===== config.mk =====
export PLATFORM = sky130hd
export DESIGN_NAME = gpio_pinctl
export DESIGN_NICKNAME = d
export VERILOG_FILES = /design/src/rtl/gpio_pinctl_pkg.sv /design/src/rtl/gpio_sync2.sv /design/src/rtl/gpio_irq_detect.sv /design/src/rtl/gpio_pin_cell.sv /design/src/rtl/gpio_pinctl.sv
export SDC_FILE = /design/constraint.sdc
export NUM_CORES = 1
export LEC_CHECK = 0
export BUFFER_PORTS_ARGS = -buffer_cell sky130_fd_sc_hd__clkbuf_2
export CAP_MARGIN = 20
export CORE_MARGIN = 1.5
export CORE_UTILIZATION = 55
export DETAILED_ROUTE_END_ITERATION = 16
export HOLD_SLACK_MARGIN = 0.12
export PLACE_DENSITY = 0.8
export RECOVER_POWER = 50
export SYNTH_ARGS = -nofsm -noshare
export SYNTH_HDL_FRONTEND = slang
export SYNTH_SLANG_ARGS = --single-unit

===== constraint.sdc =====
create_clock -name clk_i -period 2.7 [get_ports clk_i]
set_input_delay 0.405 -clock clk_i [delete_from_list [all_inputs] [get_ports clk_i]]
set_output_delay 0.405 -clock clk_i [all_outputs]
set_load 0.01 [all_outputs]

===== src/rtl/gpio_pinctl_pkg.sv =====
package gpio_pinctl_pkg;
  localparam int CTRL_W = 12;
  localparam logic [CTRL_W-1:0] CTRL_WMASK = 12'hF7F;
  localparam logic [CTRL_W-1:0] CTRL_RST   = 12'h400;

  typedef enum logic [3:0] {
    DET_LVL_LO = 4'b0000,
    DET_LVL_HI = 4'b0001,
    DET_OFF    = 4'b0100,
    DET_RISE   = 4'b1101,
    DET_FALL   = 4'b1110,
    DET_BOTH   = 4'b1111
  } det_mode_e;

  typedef struct packed {
    logic [3:0] det;
    logic       rsvd;
    logic       sw_own;
    logic       in_dis;
    logic       pwr_off;
    logic       od;
    logic [1:0] pull;
    logic       dir;
  } pin_ctrl_t;
endpackage


===== src/rtl/gpio_sync2.sv =====
module gpio_sync2 #(
  parameter int W = 1
) (
  input  logic         clk_i,
  input  logic         rst_ni,
  input  logic [W-1:0] d_i,
  output logic [W-1:0] q_o
);
  logic [W-1:0] meta_q, sync_q;

  always_ff @(posedge clk_i or negedge rst_ni) begin
    if (!rst_ni) begin
      meta_q <= '0;
      sync_q <= '0;
    end else begin
      meta_q <= d_i;
      sync_q <= meta_q;
    end
  end

  assign q_o = sync_q;
endmodule


===== src/rtl/gpio_irq_detect.sv =====
module gpio_irq_detect
  import gpio_pinctl_pkg::*;
#(
  parameter int BLANK_CYC = 4
) (
  input  logic       clk_i,
  input  logic       rst_ni,
  input  logic       en_i,
  input  logic       lvl_i,
  input  logic [3:0] mode_i,
  input  logic       mode_chg_i,
  output logic       irq_o
);
  localparam int BW = $clog2(BLANK_CYC + 1);

  logic          prev_q;
  logic [BW-1:0] blank_q;
  logic          rise, fall, edge_ok;

  always_ff @(posedge clk_i or negedge rst_ni) begin
    if (!rst_ni) begin
      prev_q  <= 1'b0;
      blank_q <= '0;
    end else begin
      prev_q <= lvl_i;
      if (mode_chg_i)        blank_q <= BW'(BLANK_CYC);
      else if (blank_q != 0) blank_q <= blank_q - 1'b1;
    end
  end

  assign rise    = lvl_i & ~prev_q;
  assign fall    = ~lvl_i & prev_q;
  assign edge_ok = en_i && (blank_q == 0);

  always_comb begin
    case (mode_i)
      DET_LVL_LO: irq_o = en_i & ~lvl_i;
      DET_LVL_HI: irq_o = en_i & lvl_i;
      DET_RISE:   irq_o = edge_ok & rise;
      DET_FALL:   irq_o = edge_ok & fall;
      DET_BOTH:   irq_o = edge_ok & (rise | fall);
      default:    irq_o = 1'b0;
    endcase
  end

  AST_EDGE_BLANKED: assert property (@(posedge clk_i) disable iff (!rst_ni)
    (blank_q != 0 && mode_i[3]) |-> !irq_o);
  AST_RISE_PULSE: assert property (@(posedge clk_i) disable iff (!rst_ni)
    (mode_i == DET_RISE && irq_o) |=> (mode_i != DET_RISE || !irq_o));
  AST_OFF_QUIET: assert property (@(posedge clk_i) disable iff (!rst_ni)
    (mode_i == DET_OFF) |-> !irq_o);
endmodule


===== src/rtl/gpio_pin_cell.sv =====
module gpio_pin_cell
  import gpio_pinctl_pkg::*;
#(
  parameter int BLANK_CYC = 4
) (
  input  logic              clk_i,
  input  logic              rst_ni,
  input  logic              ctrl_we_i,
  input  logic [CTRL_W-1:0] ctrl_wd_i,
  input  logic              pout_we_i,
  input  logic              pout_d_i,
  input  logic              alt_out_i,
  input  logic              pad_in_i,
  output logic [CTRL_W-1:0] ctrl_o,
  output logic              pout_o,
  output logic              lvl_o,
  output logic              irq_o,
  output logic              pad_out_o,
  output logic              pad_oe_o,
  output logic              pad_pu_o,
  output logic              pad_pd_o
);
  pin_ctrl_t ctrl_q;
  logic      pout_q, sync_lvl, en, val;
  logic      mode_chg;
  logic [CTRL_W-1:0] wd_m;

  assign wd_m     = ctrl_wd_i & CTRL_WMASK;
  assign mode_chg = ctrl_we_i && (wd_m[CTRL_W-1 -: 4] != ctrl_q.det);

  always_ff @(posedge clk_i or negedge rst_ni) begin
    if (!rst_ni) begin
      ctrl_q <= pin_ctrl_t'(CTRL_RST);
      pout_q <= 1'b0;
    end else begin
      if (ctrl_we_i)                pout_q <= pout_q;
      if (ctrl_we_i)                ctrl_q <= pin_ctrl_t'(wd_m);
      if (pout_we_i && ctrl_q.sw_own) pout_q <= pout_d_i;
    end
  end

  gpio_sync2 #(.W(1)) u_sync (
    .clk_i (clk_i),
    .rst_ni(rst_ni),
    .d_i   (pad_in_i),
    .q_o   (sync_lvl)
  );

  assign en    = ~ctrl_q.pwr_off & ~ctrl_q.in_dis;
  assign lvl_o = sync_lvl & en;

  gpio_irq_detect #(.BLANK_CYC(BLANK_CYC)) u_det (
    .clk_i     (clk_i),
    .rst_ni    (rst_ni),
    .en_i      (en),
    .lvl_i     (lvl_o),
    .mode_i    (ctrl_q.det),
    .mode_chg_i(mode_chg),
    .irq_o     (irq_o)
  );

  // ownership picks the output source; open-drain only ever pulls low
  assign val       = ctrl_q.sw_own ? pout_q : alt_out_i;
  assign pad_out_o = ctrl_q.od ? 1'b0 : val;
  assign pad_oe_o  = ctrl_q.dir & (ctrl_q.od ? ~val : 1'b1);
  assign pad_pu_o  = (ctrl_q.pull == 2'b01);
  assign pad_pd_o  = (ctrl_q.pull == 2'b10);
  assign ctrl_o    = ctrl_q;
  assign pout_o    = pout_q;

  AST_POUT_LOCKED: assert property (@(posedge clk_i) disable iff (!rst_ni)
    (pout_we_i && !ctrl_q.sw_own) |=> $stable(pout_q));
  AST_OE_NEEDS_DIR: assert property (@(posedge clk_i) disable iff (!rst_ni)
    pad_oe_o |-> ctrl_q.dir);
  AST_IN_GATED: assert property (@(posedge clk_i) disable iff (!rst_ni)
    (ctrl_q.pwr_off || ctrl_q.in_dis) |-> (!lvl_o && !irq_o));
  AST_OD_NO_HIGH: assert property (@(posedge clk_i) disable iff (!rst_ni)
    (ctrl_q.od && pad_oe_o) |-> !pad_out_o);
endmodule


===== src/rtl/gpio_pinctl.sv =====
module gpio_pinctl
  import gpio_pinctl_pkg::*;
#(
  parameter int               NPINS      = 32,
  parameter int               DATA_W     = 32,
  parameter int               BLANK_CYC  = 4,
  parameter logic [NPINS-1:0] VALID_MASK = 32'h7FFF_7FFF,
  localparam int              ADDR_W     = $clog2(NPINS + 2)
) (
  input  logic              clk_i,
  input  logic              rst_ni,
  input  logic              req_i,
  input  logic              we_i,
  input  logic [ADDR_W-1:0] addr_i,
  input  logic [DATA_W-1:0] wdata_i,
  output logic [DATA_W-1:0] rdata_o,
  input  logic [NPINS-1:0]  alt_out_i,
  input  logic [NPINS-1:0]  pad_in_i,
  output logic [NPINS-1:0]  pad_out_o,
  output logic [NPINS-1:0]  pad_oe_o,
  output logic [NPINS-1:0]  pad_pu_o,
  output logic [NPINS-1:0]  pad_pd_o,
  output logic [NPINS-1:0]  irq_src_o
);
  localparam logic [ADDR_W-1:0] A_POUT = ADDR_W'(NPINS);
  localparam logic [ADDR_W-1:0] A_PIN  = ADDR_W'(NPINS + 1);

  logic [CTRL_W-1:0] ctrl_rd [NPINS];
  logic [NPINS-1:0]  pout_vec, lvl_vec;
  logic              pout_we;
  logic [DATA_W-1:0] rd_d, rdata_q;

  assign pout_we = req_i && we_i && (addr_i == A_POUT);

  for (genvar i = 0; i < NPINS; i++) begin : g_pin
    if (VALID_MASK[i]) begin : g_on
      gpio_pin_cell #(.BLANK_CYC(BLANK_CYC)) u_cell (
        .clk_i    (clk_i),
        .rst_ni   (rst_ni),
        .ctrl_we_i(req_i && we_i && (addr_i == ADDR_W'(i))),
        .ctrl_wd_i(wdata_i[CTRL_W-1:0]),
        .pout_we_i(pout_we),
        .pout_d_i (wdata_i[i]),
        .alt_out_i(alt_out_i[i]),
        .pad_in_i (pad_in_i[i]),
        .ctrl_o   (ctrl_rd[i]),
        .pout_o   (pout_vec[i]),
        .lvl_o    (lvl_vec[i]),
        .irq_o    (irq_src_o[i]),
        .pad_out_o(pad_out_o[i]),
        .pad_oe_o (pad_oe_o[i]),
        .pad_pu_o (pad_pu_o[i]),
        .pad_pd_o (pad_pd_o[i])
      );
    end else begin : g_off
      assign ctrl_rd[i]   = '0;
      assign pout_vec[i]  = 1'b0;
      assign lvl_vec[i]   = 1'b0;
      assign irq_src_o[i] = 1'b0;
      assign pad_out_o[i] = 1'b0;
      assign pad_oe_o[i]  = 1'b0;
      assign pad_pu_o[i]  = 1'b0;
      assign pad_pd_o[i]  = 1'b0;
    end
  end

  always_comb begin
    rd_d = '0;
    if (addr_i == A_POUT)     rd_d = DATA_W'(pout_vec);
    else if (addr_i == A_PIN) rd_d = DATA_W'(lvl_vec);
    else
      for (int i = 0; i < NPINS; i++)
        if (addr_i == ADDR_W'(i)) rd_d = DATA_W'(ctrl_rd[i]);
  end

  always_ff @(posedge clk_i or negedge rst_ni) begin
    if (!rst_ni)              rdata_q <= '0;
    else if (req_i && !we_i)  rdata_q <= rd_d;
  end

  assign rdata_o = rdata_q;

  AST_INVALID_QUIET: assert property (@(posedge clk_i) disable iff (!rst_ni)
    ((irq_src_o | pad_oe_o | pad_pu_o | pad_pd_o) & ~VALID_MASK) == '0);
  AST_READ_LATENCY: assert property (@(posedge clk_i) disable iff (!rst_ni)
    !(req_i && !we_i) |=> $stable(rdata_o));
endmodule


Word-level counts from Yosys, hierarchy flattened
Index checks and enable logic that the tools add are counted.
Cells by class
  add/subtract/negate cells: 30
  equal/unequal tests: 243
  mux-type cells: 214
  bitwise operators: 480
  reductions and logical operators: 245
Operators by type and width (count)
  $mux W32: 33
  $eq A4 B4 Y1 const B: 90
  $and A1 B1 Y1: 300
  $mux W3: 60
  $not A1 Y1: 150
  $pmux W1 S5: 30
  $logic_and A1 B1 Y1: 123
  $eq A4 B1 Y1 const B: 30
  $logic_not A4 Y1: 30
  $ne A4 B4 Y1: 30
  $eq A6 B5 Y1 const B: 16
  $logic_not A3 Y1: 30
  $mux W1: 90
  $reduce_bool A3 Y1: 30
  $sub A3 B1 Y3 const B: 30
  $eq A2 B1 Y1 const B: 30
  $eq A2 B2 Y1 const B: 30
  $reduce_bool A2 Y1: 30
  $eq A6 B4 Y1 const B: 8
  $or A1 B1 Y1: 30
  $eq A6 B3 Y1 const B: 4
  $eq A6 B2 Y1 const B: 2
  $eq A6 B6 Y1 const B: 2
  $mux W12: 1
  other kinds (3): 3
Word-level totals
  bits in registers: 572
  bits of input ports: 106
  output and inout bits: 192
  word-level logic and storage cells: 1573

Depth between registers and ports, before layout
Gate-level depths: netlist of the first run.
  word-level depth: 35
  gate-level depth with buffers: 11
  depth with buffers taken out: 9

Hierarchy
Synthesis of the first run repeated with hierarchy kept, for this count alone.
Unflattened totals
  cells, all modules: 2942
  area, all modules: 32129.6 sq um
By module, submodules not included
  gpio_pin_cell: instances 30, cells each 42, area each 550.5 sq um, seq. area each 301.5 sq um
  gpio_irq_detect: instances 30, cells each 28, area each 284.0 sq um, seq. area each 100.1 sq um
  gpio_pinctl: instances 1, cells each 782, area each 5591.6 sq um, seq. area each 750.7 sq um
  gpio_sync2: instances 30, cells each 2, area each 50.0 sq um, seq. area each 50.0 sq um

Worst setup path before layout of the first run
No wires, ideal clock.
  path kind: reg2out
  from: register g_pin[26].g_on.u_cell.ctrl_q, in the netlist g_pin[26].g_on.u_cell.ctrl_o[4]
  to: output irq_src_o[26]
  arrival time: 1.891 ns
  required time: 2.295 ns
  path slack: 0.404 ns
  cell stages (with the launch flop): 10
  path buffers: 1
  path through: dfrtp_1 -> nor3b_1 -> inv_1 -> ha_1 -> o2111a_1 -> nand2_1 -> o31ai_1 -> a221oi_1 -> a2111oi_0 -> buf_4
Between the ends
  longest elaborated chain between the ends: 8
  elaborated cells on any way between the ends: 14
  classes of those cells: 1 x mux; 12 x bitwise; 1 x reduce/logical
RTL lines
  start, declared: RTL line gpio_pin_cell.sv:23  | pin_ctrl_t ctrl_q;
  start signal, assigned: RTL line gpio_pin_cell.sv:33  | ctrl_q <= pin_ctrl_t'(CTRL_RST);
  start signal, assigned: RTL line gpio_pin_cell.sv:37  | if (ctrl_we_i) ctrl_q <= pin_ctrl_t'(wd_m);
  $not A1 Y1 *: RTL line gpio_pin_cell.sv:49  | assign en = ~ctrl_q.pwr_off & ~ctrl_q.in_dis;
  $and A1 B1 Y1 *: RTL line gpio_pin_cell.sv:49
  $and A1 B1 Y1 *: RTL line gpio_pin_cell.sv:50  | assign lvl_o = sync_lvl & en;
  named net g_pin[26].g_on.u_cell.lvl_o: RTL line gpio_pin_cell.sv:16  | output logic lvl_o,
  $not A1 Y1: RTL line gpio_irq_detect.sv:32, gpio_irq_detect.sv:37
  $and A1 B1 Y1: RTL line gpio_irq_detect.sv:32  | assign fall = ~lvl_i & prev_q;
  $or A1 B1 Y1: RTL line gpio_irq_detect.sv:41  | DET_BOTH: irq_o = edge_ok & (rise | fall);
  $and A1 B1 Y1: RTL line gpio_irq_detect.sv:41
  $pmux W1 S5 *: RTL line gpio_irq_detect.sv:36  | case (mode_i)
  end, declared: RTL line gpio_pinctl.sv:23  | output logic [NPINS-1:0] irq_src_o
The timed path passes the listed nets; every way through them passes the cells marked *.

Worst setup path in the final report of the first run
  from: register g_pin[28].g_on.u_cell.u_sync.sync_q
  to: output irq_src_o[28]
Between the ends
  longest elaborated chain between the ends: 6
  elaborated cells on any way between the ends: 11
  classes of those cells: 1 x mux; 10 x bitwise
RTL lines
  start, declared: RTL line gpio_sync2.sv:9  | logic [W-1:0] meta_q, sync_q;
  start signal, assigned: RTL line gpio_sync2.sv:17  | sync_q <= meta_q;
  $and A1 B1 Y1 *: RTL line gpio_pin_cell.sv:50
  named net g_pin[28].g_on.u_cell.lvl_o: RTL line gpio_pin_cell.sv:16
  $not A1 Y1: RTL line gpio_irq_detect.sv:32, gpio_irq_detect.sv:37
  $and A1 B1 Y1: RTL line gpio_irq_detect.sv:32
  $or A1 B1 Y1: RTL line gpio_irq_detect.sv:41
  $and A1 B1 Y1: RTL line gpio_irq_detect.sv:41
  $pmux W1 S5 *: RTL line gpio_irq_detect.sv:36
Marked as above.

==> impl_metrics.py, run 1 <==
metrics = {
    "power_and_ir_drop": {
        "swShare": 0.322,
        "combPwrFrac": 0.285,
        "power_switching_uw": 9030,
        "power_density_nw_per_um2": 710,
        "internal_power_uw": 19000,
        "peakVddDrop_uv": 566,
        "power_frac_seq": 0.402,
        "clkPwrFrac": 0.313,
        "totalPowerFinal_uw": 28100,
        "leakage_uw": 0.0187,
    },
    "worst_setup_path": {
        "required_ns": 2.30,
        "start_kind": "flop",
        "critPathCaptureType": "output pin",
        "cpPeakStageDelay_ns": 0.41,
        "critPathKind": "flop to output pin",
        "cp_max_fo": 2,
        "worstPathArrival_ns": 2.62,
        "path_cells": "nor3b_4 > inv_2 > ha_4 > nor2_2 > nor3_2 > nand2_1 > o31ai_4 > a221oi_4 > a2111oi_4 > clkbuf_8",
        "cp_slowest_cell": "a2111oi_4",
    },
    "cts": {
        "htree_num_levels": 2,
        "clk_pin_slew_ns": 0.06,
        "numCtsBuffers": 60,
        "clkLatencyLatePin_ns": 0.65,
        "cts_sinks": 570,
        "cts_root_buf": "clkbuf_16",
        "cts_tree": "yes",
        "clockBufferDepth": 3,
    },
    "sta": {
        "max_freq_mhz": 330,
        "skew_ns": 0.0241,
        "setup-violations-final": 22,
        "finalHoldViolations": 0,
        "finalMaxSlewViolations": 0,
        "rsz0062_at_grt": "true",
        "tightest_slew_ns": 1.26,
        "setup_slack_ns": -0.327,
        "layout_min_cycle_time_ns": 3.03,
        "relSlewSlack": 0.158,
        "period_share": 1.12,
    },
    "place": {
        "post-dp-hpwl_um": 73000,
        "dpl_cell_area_um2": 35000,
        "dp_cells": 4056,
        "io_buffers": 279,
        "gp_congestion": 1.00,
        "place_ws_ns": -0.236,
    },
    "finish": {
        "synthToLayoutAreaGrowth_pct": 20.8,
        "drive_above_1_share": 0.366,
        "finalNetCount": 3745,
        "layout_common_cells": "dfrtp_1, mux2_2, buf_4",
        "final_common_cell": "dfrtp_1",
        "final_area_um2": 39500,
        "num-fill-cells": 4090,
        "stdcell_count": 4347,
        "ff_latch_area_um2": 14300,
        "multi_input_area_um2": 16800,
        "fin_util": 0.671,
    },
    "grt": {
        "overflow": 0,
        "grt_pass1_wl_um": 159000,
        "grt_pass1_vias": 26500,
        "grt_max_degree": 98,
        "antenna_found_initial": 3,
        "grt_use_total": 0.343,
    },
    "floorplanning": {
        "rows": 89,
        "die_area_um2": 60900,
        "io_pins": 298,
        "fp.dieW_um": 247,
        "core_area_um2": 58900,
        "start_util": 0.555,
        "die_h_um": 247,
    },
    "drt": {
        "viasPerCell": 6.30,
        "drt-total-wl_um": 109000,
        "wl_per_cell_um": 25.0,
        "vias": 27400,
        "drt-pass1-iter-count": 6,
        "ant_nets": 0,
        "drc": 0,
        "drt-initial-drc-count": 3221,
    },
    "yosys": {
        "muxShareOfSynthArea": 0.159,
        "synth_compound_area_frac": 0.111,
        "synth-edff-count": 0,
        "yosys.area.top_type": "dfrtp_1",
        "ys_seq_elements": 570,
        "synth_ff_type": "dfrtp_1",
        "netlist.area_leader.share": 0.413,
        "syn_inst": 3142,
        "netlist_area_um2": 32700,
        "synth-xor-area-share": 0.0404,
        "async_flop_share": 1.00,
        "avgSynthCellArea_um2": 10.4,
        "synth-adder-area-share": 0.0459,
        "synthTopCellsByArea": "dfrtp_1, mux2_2, ha_1",
        "synth_top_family_by_area": "multiplexers",
        "yosys_warnings": 0,
        "ys_types": 91,
        "yosysSeqAreaShare": 0.437,
        "synth_simple_gate_area_frac": 0.124,
    },
    "outcome": {
        "violations": "negative setup slack",
        "status": "complete, but fails checks",
    },
    "flow_run": {
        "drv_cap": 0,
    },
    "min_path": {
        "min-delay-path-class": "primary input to flop",
    },
}
==> power by group through the flow <==
stage | logic (uW) | registers [uW] | clock network, uW
2_1_floorplan | 5030 | 10800 | 0
3_3_place_gp | 6280 | 11100 | 0
3_5_place_dp | 6590 | 11200 | 0
4_1_cts | 7280 | 11200 | 8770
5_1_grt | 8770 | 11400 | 9160
6_report | 7990 | 11300 | 8790
==> cells in the mapped netlist (all sizes together), types with 14 or more instances <==
| library cell | count |
|---|---|
| o22ai | 17 |
| buf | 256 |
| o211ai | 14 |
| nand3 | 36 |
| nor3 | 45 |
| nor2b | 96 |
| a221oi | 41 |
| a21oi | 59 |
| nand2b | 15 |
| nor2 | 215 |
| and3 | 15 |
| o41ai | 30 |
| clkbuf | 94 |
| nor4 | 29 |
| mux4 | 26 |
| o21a | 32 |
| o32ai | 19 |
| nor3b | 14 |
| o211a | 14 |
| o31ai | 16 |
| dfstp | 30 |
| xnor2 | 62 |
| ha | 120 |
| mux2i | 72 |
| a211oi | 15 |
| dfrtp | 540 |
| nand2 | 292 |
| xor2 | 89 |
| mux2 | 346 |
| inv | 161 |
| a2111oi | 18 |
| o21ai | 119 |
| a22oi | 16 |
| and2 | 50 |
==> state kept, by name, summed over array words and instances (netlist names) <==
signal / flops
g_pin.g_on.u_cell.u_det.blank_q: 90
g_pin.g_on.u_cell.u_sync.q_o: 30
g_pin.g_on.u_cell.ctrl_o: 330
rdata_o: 30
g_pin.g_on.u_cell.u_sync.meta_q: 30
g_pin.g_on.u_cell.pout_o: 30
g_pin.g_on.u_cell.u_det.prev_q: 30
==> cells by family after synthesis <==
| logic type | after synthesis |
|---|---|
| other | 1 |
| muxes | 444 |
| DFF | 570 |
| and+or+nand+nor | 843 |
| xor gates and xnor gates | 151 |
| AOI/OAI and AO/OA | 501 |
| adders and majority gates | 120 |
| buffers and inverters | 512 |
==> path summary, 6_finish.rpt <==
check | startpoint | endpoint | slack, ns | depth (start not counted)
max | g_pin[28].g_on.u_cell.u_sync.q_o | irq_src_o[28] | -0.33 | 10
min | wdata_i[2] | g_pin[3].g_on.u_cell.ctrl_o[2] | 0.20 | 2
max reg2reg | g_pin[3].g_on.u_cell.ctrl_o[8] | rdata_o[8] | 0.39 | 6
min reg2reg | g_pin[12].g_on.u_cell.u_sync.meta_q | g_pin[12].g_on.u_cell.u_sync.q_o | 0.34 | 0
max in group asynchronous | rst_ni | g_pin[13].g_on.u_cell.ctrl_o[10] | 0.31 | 4
min in group asynchronous | rst_ni | g_pin[3].g_on.u_cell.u_sync.meta_q | 0.57 | 2
==> routing by layer <==
| layer | vias to the layer above | global-route usage | share of wire |
|---|---|---|---|
| li1 | 11600 | - | - |
| met4 | 2 | 0.183 | 0.059 |
| met3 | 388 | 0.0819 | 0.11 |
| met1 | 13600 | 0.454 | 0.38 |
| met5 | - | 0 | 0.00010 |
| met2 | 1802 | 0.523 | 0.45 |
==> critical path, delay by kind of cell, from the launching register on <==
family	cells	cell delay (ns)
compound gates	3	0.62
simple gates	4	0.52
flops	1	0.40
buf+inv	2	0.32
fa+ha+maj	1	0.14
==> cell type report <==
class                   count  area share
inverters                 162      0.0155
clock inverters            20     0.00624
diodes                      3    0.000190
repair buffers            654       0.119
clock buffers              94      0.0469
flip-flops and latches    570       0.362
well taps                 773      0.0245
multi-input cells        2071       0.425
==> metrics by stage <==
| stage | hold slack [ns] | TNS [ns] |
|---|---|---|
| after floorplan | 0.109 | 0 |
| after global placement | 0.333 | -0.443 |
| after detailed placement | 0.335 | -0.384 |
| after CTS | 0.184 | -1.77 |
| after global routing | 0.203 | -6.00 |
| final | 0.197 | -3.55 |
==> what timing repair did <==
action	4_1_cts	5_1_grt
resized for setup	181	147
endpoints found under the hold margin	211	0
hold buffers	50	0
endpoints found under the setup margin	30	30
pin swaps	74	85
buffers inserted	68	68
Note: power is estimated with default switching activity, not from simulation.
==> run 2: changes to the inputs <==
--- a/config.mk
+++ b/config.mk
@@ -15,4 +15,5 @@
 export RECOVER_POWER = 50
 export SYNTH_ARGS = -nofsm -noshare
 export SYNTH_HDL_FRONTEND = slang
+export SYNTH_HIERARCHICAL = 1
 export SYNTH_SLANG_ARGS = --single-unit
==> impl_metrics.py, run 2 <==
metrics = {
    "floorplanning": {
        "start_util": 0.557,
        "die_h_um": 245,
        "io_pins": 298,
        "rows": 88,
        "fp.dieW_um": 245,
        "core_area_um2": 57700,
        "die_area_um2": 59900,
    },
    "cts": {
        "cts_tree": "yes",
        "htree_num_levels": 2,
        "clockBufferDepth": 3,
        "numCtsBuffers": 59,
        "clk_pin_slew_ns": 0.06,
        "clkLatencyLatePin_ns": 0.66,
        "cts_root_buf": "clkbuf_16",
        "cts_sinks": 570,
    },
    "yosys": {
        "async_flop_share": 1.00,
        "synth.most_common_cell": "dfrtp_1",
        "yosys_warnings": 6,
        "syn_inst": 2942,
        "netlist.area_leader.share": 0.421,
        "ys_types": 82,
        "avgSynthCellArea_um2": 10.9,
        "synth-edff-count": 0,
        "synthTopCellsByArea": "dfrtp_1, mux2_2, ha_1",
        "ys_seq_elements": 570,
        "netlist_area_um2": 32100,
        "synth_ff_type": "dfrtp_1",
        "synth_common_cells": "dfrtp_1, mux2_2, nor2_1",
        "yosysSeqAreaShare": 0.445,
        "yosys.area.top_type": "dfrtp_1",
    },
    "place": {
        "post-dp-hpwl_um": 73800,
        "io_buffers": 279,
        "gp_congestion": 1.03,
        "dpl_cell_area_um2": 35400,
        "place_ws_ns": -0.0254,
    },
    "sta": {
        "max_freq_mhz": 367,
        "setup_tns_ns": -0.0244,
        "layout_min_cycle_time_ns": 2.72,
        "period_share": 1.01,
        "setup_slack_ns": -0.0244,
        "relSlewSlack": -0.401,
        "setup-violations-final": 1,
        "tightest_slew_ns": 2.10,
        "hold_ws_ns": 0.193,
        "finalHoldViolations": 0,
        "rsz0062_at_grt": "true",
        "finalMaxSlewViolations": 52,
        "skew_ns": 0.0358,
    },
    "drt": {
        "wl_per_cell_um": 24.6,
        "drt-pass1-iter-count": 6,
        "drc": 0,
        "viasPerCell": 6.15,
        "drt-total-wl_um": 105000,
        "drt-initial-drc-count": 3096,
        "ant_nets": 0,
        "vias": 26200,
    },
    "worst_setup_path": {
        "worstPathArrival_ns": 2.32,
        "critPathKind": "flop to output pin",
        "path_cells": "nor2_4 > and2_4 > inv_1 > ha_1 > a31oi_1 > a22o_1 > clkbuf_2",
        "critPathCaptureType": "output pin",
        "start_kind": "flop",
        "required_ns": 2.30,
        "cp_max_fo": 3,
        "cp_slowest_cell": "dfrtp_1",
        "cpPeakStageDelay_ns": 0.42,
    },
    "finish": {
        "final_common_cell": "dfrtp_1",
        "final_area_um2": 38800,
        "largest_reg_flops": 330,
        "finalNetCount": 3665,
        "multi_input_area_um2": 16600,
        "num-fill-cells": 4178,
        "ff_latch_area_um2": 14300,
        "drive_above_1_share": 0.357,
        "synthToLayoutAreaGrowth_pct": 20.7,
        "layout_common_cells": "dfrtp_1, mux2_2, clkbuf_2",
        "fin_util": 0.672,
    },
    "grt": {
        "grt_util_met2": 0.535,
        "grt_pass1_vias": 25600,
        "grt_pass1_wl_um": 157000,
        "busiest_layer": "met2",
        "grt_max_degree": 72,
        "grt_use_met3": 0.0656,
        "grt_use_total": 0.344,
        "overflow": 0,
        "antenna_found_initial": 3,
        "grt.met1_usage": 0.475,
    },
    "power_and_ir_drop": {
        "power_density_nw_per_um2": 698,
        "peakVddDrop_uv": 563,
        "leakage_uw": 0.0184,
    },
    "outcome": {
        "status": "complete, but fails checks",
        "violations": "max-capacitance violations, max-slew violations, negative setup slack",
    },
    "flow_run": {
        "drv_cap": 1,
    },
    "min_path": {
        "min-delay-path-class": "primary input to flop",
    },
}
[run 2: per-stage QoR]
| step | power, uW | instances |
|---|---|---|
| global route | 28400 | 4254 |
| global placement | 17600 | 4034 |
| floorplan | 15700 | 2953 |
| finish | 27100 | 4256 |
| CTS | 26900 | 4207 |
| detailed placement | 18000 | 4034 |
[run 2: critical path, delay by kind of cell, from the launching register on]
kind,cells,cell delay [ns]
AO/OA/AOI/OAI,2,0.42
adder cells (fa/ha/maj),1,0.30
buffers and inverters,2,0.20
flip-flops,1,0.42
AND/OR/NAND/NOR,2,0.35
[run 2: repair_timing]
action | in CTS | in global routing
gates cloned | 0 | 0
gates resized for setup | 93 | 53
hold buffers | 50 | 0
endpoints found under the hold margin | 91 | 0
buffers inserted | 13 | 46
setup endpoints to repair | 30 | 29
pin swaps | 14 | 58
[run 2: layer usage]
metal  up-vias  share of wire
met5         -       0.000076
met4         2          0.044
met3       291          0.099
met2      1453           0.46
met1     13000           0.40
li1      11400              -
[run 2: cells by family after synthesis]
logic type,count (synthesis),synth area share
AND/OR/NAND/NOR,720,0.132
AO/OA/AOI/OAI,587,0.128
flip-flops,570,0.445
multiplexers,400,0.144
buffers and inverters,334,0.0511
XOR/XNOR,180,0.0491
adder cells (fa/ha/maj),120,0.0467
other,31,0.00362
[run 2: cell type report]
type / instances / share of cell area
flip-flops and latches: 570 / 0.369
multi-input cells: 2049 / 0.429
well taps: 765 / 0.0247
clock buffers: 79 / 0.0431
inverters: 186 / 0.0180
clock inverters: 31 / 0.0105
repair buffers: 573 / 0.105
diodes: 3 / 0.000194
[run 2: where the power goes]
part	internal (uW)	switching (uW)
clock network	5120	3550
registers	9910	1420
logic	3340	3720
[run 2: path summary, 6_finish.rpt]
path / startpoint / endpoint / slack, ns / cells past startpoint
max: g_pin[13].g_on.u_cell/ctrl_o[4] / irq_src_o[13] / -0.02 / 7
min: we_i / rdata_o[30] / 0.19 / 4
max reg2reg: g_pin[9].g_on.u_cell/ctrl_o[4] / rdata_o[4] / 0.38 / 9
min reg2reg: g_pin[13].g_on.u_cell/u_sync/meta_q / g_pin[13].g_on.u_cell/u_sync/q_o / 0.35 / 0
max in group asynchronous: rst_ni / g_pin[29].g_on.u_cell/ctrl_o[10] / 0.39 / 3
min in group asynchronous: rst_ni / g_pin[11].g_on.u_cell/u_sync/meta_q / 0.92 / 2
